==> config.mk <==
export PLATFORM = sky130hd
export DESIGN_NAME = bcd_pp_gen
export DESIGN_NICKNAME = d
export VERILOG_FILES = /design/src/rtl/bcd_pp_pkg.sv /design/src/rtl/bcd_pp_digit_mul.sv /design/src/rtl/bcd_pp_bin2bcd.sv /design/src/rtl/bcd_pp_gen.sv
export SDC_FILE = /design/constraint.sdc
export NUM_CORES = 1
export LEC_CHECK = 0
export ABC_AREA = 1
export CORE_ASPECT_RATIO = 1.4
export CORE_UTILIZATION = 64
export DETAILED_ROUTE_END_ITERATION = 8
export DONT_BUFFER_PORTS = 1
export PLACE_DENSITY = 0.87
export SYNTH_ARGS = -nofsm -noshare
export SYNTH_HDL_FRONTEND = slang
export SYNTH_SLANG_ARGS = --single-unit
==> constraint.sdc <==
create_clock -name vclk -period 8.6
set_clock_uncertainty 0.2 [all_clocks]
set_input_delay 0.43 -clock vclk [all_inputs]
set_output_delay 0.43 -clock vclk [all_outputs]
set_load 0.005 [all_outputs]
==> src/rtl/bcd_pp_pkg.sv <==
package bcd_pp_pkg;
   localparam int DIGIT_W = 4;
   localparam int PROD_W  = 7;

   typedef logic [DIGIT_W-1:0] bcd_t;
   typedef logic [PROD_W-1:0]  dprod_t;

   typedef struct packed {
      bcd_t tens;
      bcd_t units;
   } dec_pair_t;
endpackage

==> src/rtl/bcd_pp_digit_mul.sv <==
module bcd_pp_digit_mul
   import bcd_pp_pkg::*;
(
   input  bcd_t   a_i,
   input  bcd_t   b_i,
   output dprod_t prod_o
);
   logic [2*DIGIT_W-1:0] full;

   always_comb begin
      full   = a_i * b_i;
      prod_o = full[PROD_W-1:0];
   end

   always_comb begin
      if (a_i <= 4'd9 && b_i <= 4'd9) begin
         AST_PROD_RANGE: assert (prod_o <= 7'd81 && full[2*DIGIT_W-1:PROD_W] == '0)
            else $error("digit product out of range");
      end
   end
endmodule

==> src/rtl/bcd_pp_bin2bcd.sv <==
module bcd_pp_bin2bcd
   import bcd_pp_pkg::*;
#(
   parameter int CORR_STYLE = 0
)(
   input  dprod_t    prod_i,
   output dec_pair_t pair_o
);
   localparam int RECIP_MUL   = 205;
   localparam int RECIP_SHIFT = 11;
   localparam int MUL_W       = PROD_W + 8;
   localparam int MAX_TENS    = 8;

   initial begin
      assert (CORR_STYLE == 0 || CORR_STYLE == 1)
         else $error("CORR_STYLE must be 0 or 1");
   end

   bcd_t tens_q;

   generate
      if (CORR_STYLE == 0) begin : g_recip
         logic [MUL_W-1:0] scaled;
         always_comb begin
            scaled = MUL_W'(prod_i) * MUL_W'(RECIP_MUL);
            tens_q = scaled[RECIP_SHIFT +: DIGIT_W];
         end
      end else begin : g_thresh
         always_comb begin
            tens_q = '0;
            for (int k = 1; k <= MAX_TENS; k++) begin
               if (prod_i >= PROD_W'(10 * k)) tens_q = tens_q + 4'd1;
            end
         end
      end
   endgenerate

   dprod_t tens_x10;

   always_comb begin
      tens_x10     = {tens_q[3:0], 3'b000} + {2'b00, tens_q[3:0], 1'b0};
      pair_o.tens  = tens_q;
      pair_o.units = DIGIT_W'(prod_i - tens_x10);
   end

   always_comb begin
      if (prod_i <= 7'd81) begin
         AST_UNITS_BCD: assert (pair_o.units <= 4'd9)
            else $error("units digit not BCD");
         AST_TENS_MAX: assert (pair_o.tens <= 4'd8)
            else $error("tens digit above 8");
         AST_RECOMBINE: assert (7'(pair_o.tens) * 7'd10 + 7'(pair_o.units) == prod_i)
            else $error("tens/units do not recombine");
      end
   end
endmodule

==> src/rtl/bcd_pp_gen.sv <==
module bcd_pp_gen
   import bcd_pp_pkg::*;
#(
   parameter int N_DIGITS   = 8,
   parameter int CORR_STYLE = 0
)(
   input  logic [DIGIT_W*N_DIGITS-1:0] mcand_i,
   input  logic [DIGIT_W-1:0]          mdigit_i,
   output logic [DIGIT_W*N_DIGITS-1:0] lo_word_o,
   output logic [DIGIT_W*N_DIGITS-1:0] hi_word_o
);
   localparam int WORD_W = DIGIT_W * N_DIGITS;

   initial begin
      assert (N_DIGITS >= 1 && N_DIGITS <= 64)
         else $error("N_DIGITS out of supported range");
   end

   genvar gi;
   generate
      for (gi = 0; gi < N_DIGITS; gi++) begin : g_lane
         dprod_t    lane_prod;
         dec_pair_t lane_pair;

         bcd_pp_digit_mul u_mul (
            .a_i    (mcand_i[DIGIT_W*gi +: DIGIT_W]),
            .b_i    (mdigit_i),
            .prod_o (lane_prod)
         );

         bcd_pp_bin2bcd #(.CORR_STYLE(CORR_STYLE)) u_corr (
            .prod_i (lane_prod),
            .pair_o (lane_pair)
         );

         assign lo_word_o[DIGIT_W*gi +: DIGIT_W] = lane_pair.units;
         assign hi_word_o[DIGIT_W*gi +: DIGIT_W] = lane_pair.tens;
      end
   endgenerate

   always_comb begin
      if (mdigit_i == 4'd0) begin
         AST_ZERO_DIGIT: assert (lo_word_o == '0 && hi_word_o == '0)
            else $error("digit 0 gave nonzero words");
      end
      if (mdigit_i == 4'd1) begin
         AST_UNIT_DIGIT: assert (lo_word_o == mcand_i && hi_word_o == WORD_W'(0))
            else $error("digit 1 did not pass multiplicand");
      end
   end
endmodule

==> results list <==
- Setup violations remaining at the end of the flow were counted as 0.
- The die is approximately 110 um wide.
* Global-route usage over all layers: 0.249
- Synth Area per Inst: ~7.2 sq um
- The startpoint identified for the worst hold timing path is mcand_i[8].
- Sequential cell count of the final layout: 0
- Cell depth of the worst hold path: 2
- By instance count, the cell type seen most on the critical path is nand2_1.
- Die Span Y: about 160 um
- The number of global-route vias before repair was ~9.6k.
- Overall via count from detail_route: about 9.3k
- After synthesis, the cell types taking the most area are ha_1, fa_1, inv_1.
- Routability cong.: 0.891
- The die covers 18100 sq um.
- Post-DR wirelength/cell: 12.1 um
* Library cell with the highest instance count after synthesis: inv_1
- The critical path is of the in -> out type.
- The final layout contains just over 2k nets.
- Synthesis Warnings: 0
- Starting utilization of the core area: 0.652
- Number of buffers inserted by port buffering: 0
- The share of synthesized area in the top cell type comes to 0.382.
- Startpoint kind of the worst setup timing path: input port
- The floorplan has 57 rows.
* Number of filler cells placed in the layout: about 1.5k
* DRC viols: 0
- Summed over all nets, the half-perimeter wirelength after detailed placement is ~20 mm.
- For this run the aggregate overflow at the end of global routing stands at 0.
- Critical path peak fanout: 33
* Antenna violations before repair: 0
- IO Count: 100
* Relative area change from synthesis to final layout: 2.09%
- By count the netlist is led by inv_1, nand2_1, ha_1.
* Fraction of layout instances using a drive strength above 1: 0.0147
* Hold_buf cts: 0
- Fmax achieved: 0.149 GHz
- Summed over all instances, the cell type with the most area after synthesis is ha_1.
- Endpoint, Worst Hold: lo_word_o[8]
- Arrival time at the worst endpoint: approximately 6.1 ns
* Slew at the pin with the worst max-slew slack: about 0.59 ns
- Setup repair after global routing left no endpoint under its margin.
- Cell area after synthesis: about 11000 sq um
* Maximum capacitance violations: 0
- On the worst path, the slowest cell contributes a delay of between 0.5 and 0.6 ns.
* Wire length of the first global-routing pass: approximately 38 mm
* Layout clock buffer count: 0
- Core box area: 17300 sq um
- CP endpoint kind: primary output
- In the routed layout, each cell is associated on average with a via count of ~5.
- Once the clock tree was built, the setup fixing pass inserted 0 buffers.
* Type of the worst min-delay path: in -> out
* Post-cts sizing count: 0
* Run status: completed
- Final Hold Viols: 0
- Part of the cycle the worst path needs: 0.778
* Slew headroom: 0.603
- Drt pass-1 iters: 5
- Setup TNS: 0 ns
* Pin count of the biggest net entering global routing: 34
* Distinct cells, synth: 23
- The routed design could run at a clock period as short as between 6 and 7 ns.
- Final count of pins violating max slew: 0
* Antenna-violating nets left: 0
* Endpoint required time on the critical path: 7.97 ns
* Synthesized instance count: approximately 1.6k
- Total nets after synthesis: between 2k and 2.5k
- Sum of routed wire length over all layers: between 20 and 25 mm
* N_diodes: 0
- Initial drt markers: around 340
* Sequential-to-total area share from yosys stat: 0
- Critical-path top delay cell: fa_1
- Register Area: 0 sq um
critical path: cells and delay by family:
kind | cells | cell delay (ns)
compound gates | 1 | 0.15
simple gates | 15 | 1.11
buf+inv | 6 | 0.31
fa+ha+maj | 9 | 3.63
xor+xnor | 2 | 0.42
logic make-up after synthesis:
logic type | Yosys count | share of synthesized area
simple gates | 564 | 0.210
buf+inv | 446 | 0.150
fa+ha+maj | 440 | 0.553
xor+xnor | 67 | 0.0555
compound gates | 55 | 0.0309
routing by layer:
layer,share of wire,global-route usage,vias to the layer above
met5,0,0,-
met4,0.036,0.0809,0
met3,0.040,0.0286,61
met2,0.56,0.520,174
met1,0.37,0.241,4255
li1,-,-,4762
layout make-up:
| class | instances | area [sq um] | area share |
|---|---|---|---|
| multi-input cells | 1126 | 9570 | 0.833 |
| inverters | 434 | 1630 | 0.142 |
| well taps | 236 | 295 | 0.0257 |
worst max path at each step:
stage / startpoint / endpoint / slack, ns / depth (start not counted)
floorplan: mdigit_i[3] / lo_word_o[27] / 1.84 / 36
global placement: mdigit_i[3] / lo_word_o[15] / 2.02 / 33
detailed placement: mdigit_i[3] / lo_word_o[19] / 1.90 / 34
CTS: mdigit_i[3] / lo_word_o[15] / 1.89 / 33
global route: mdigit_i[3] / lo_word_o[15] / 1.42 / 33
finish: mdigit_i[3] / lo_word_o[15] / 1.91 / 33
stage by stage:
step / util / hold slack (ns) / std cells / instance area [sq um] / worst slack [ns]
2_1_floorplan: - / 0.797 / 1572 / 11300 / 1.84
4_1_cts: 0.666 / 0.815 / 1796 / 11500 / 1.89
6_report: 0.666 / 0.813 / 1796 / 11500 / 1.91
5_1_grt: 0.666 / 0.832 / 1796 / 11500 / 1.42
3_5_place_dp: 0.666 / 0.815 / 1796 / 11500 / 1.90
3_3_place_gp: 0.666 / 0.815 / 1796 / 11500 / 2.02
layout by cell type (no fill, tap or decap):
cell type,netlist,routed
nand2b_1,1,1
xnor2_2,4,4
inv_1,434,434
nand2_4,5,5
xnor2_1,36,36
nand3_1,61,61
nand3_2,4,4
a21o_1,1,1
or2_2,2,2
nand2_2,3,3
ha_1,344,344
o21ai_0,1,1
xor2_1,26,26
nor2_1,51,51
a21oi_1,43,43
nand2_1,411,411
o21bai_4,4,4
xor2_2,1,1
o21bai_1,6,6
nand3b_1,26,26
fa_1,96,96
Power is left out: the tool's default activity adds up to more than one toggle a clock period on the data nets, which glitch-free logic cannot reach.
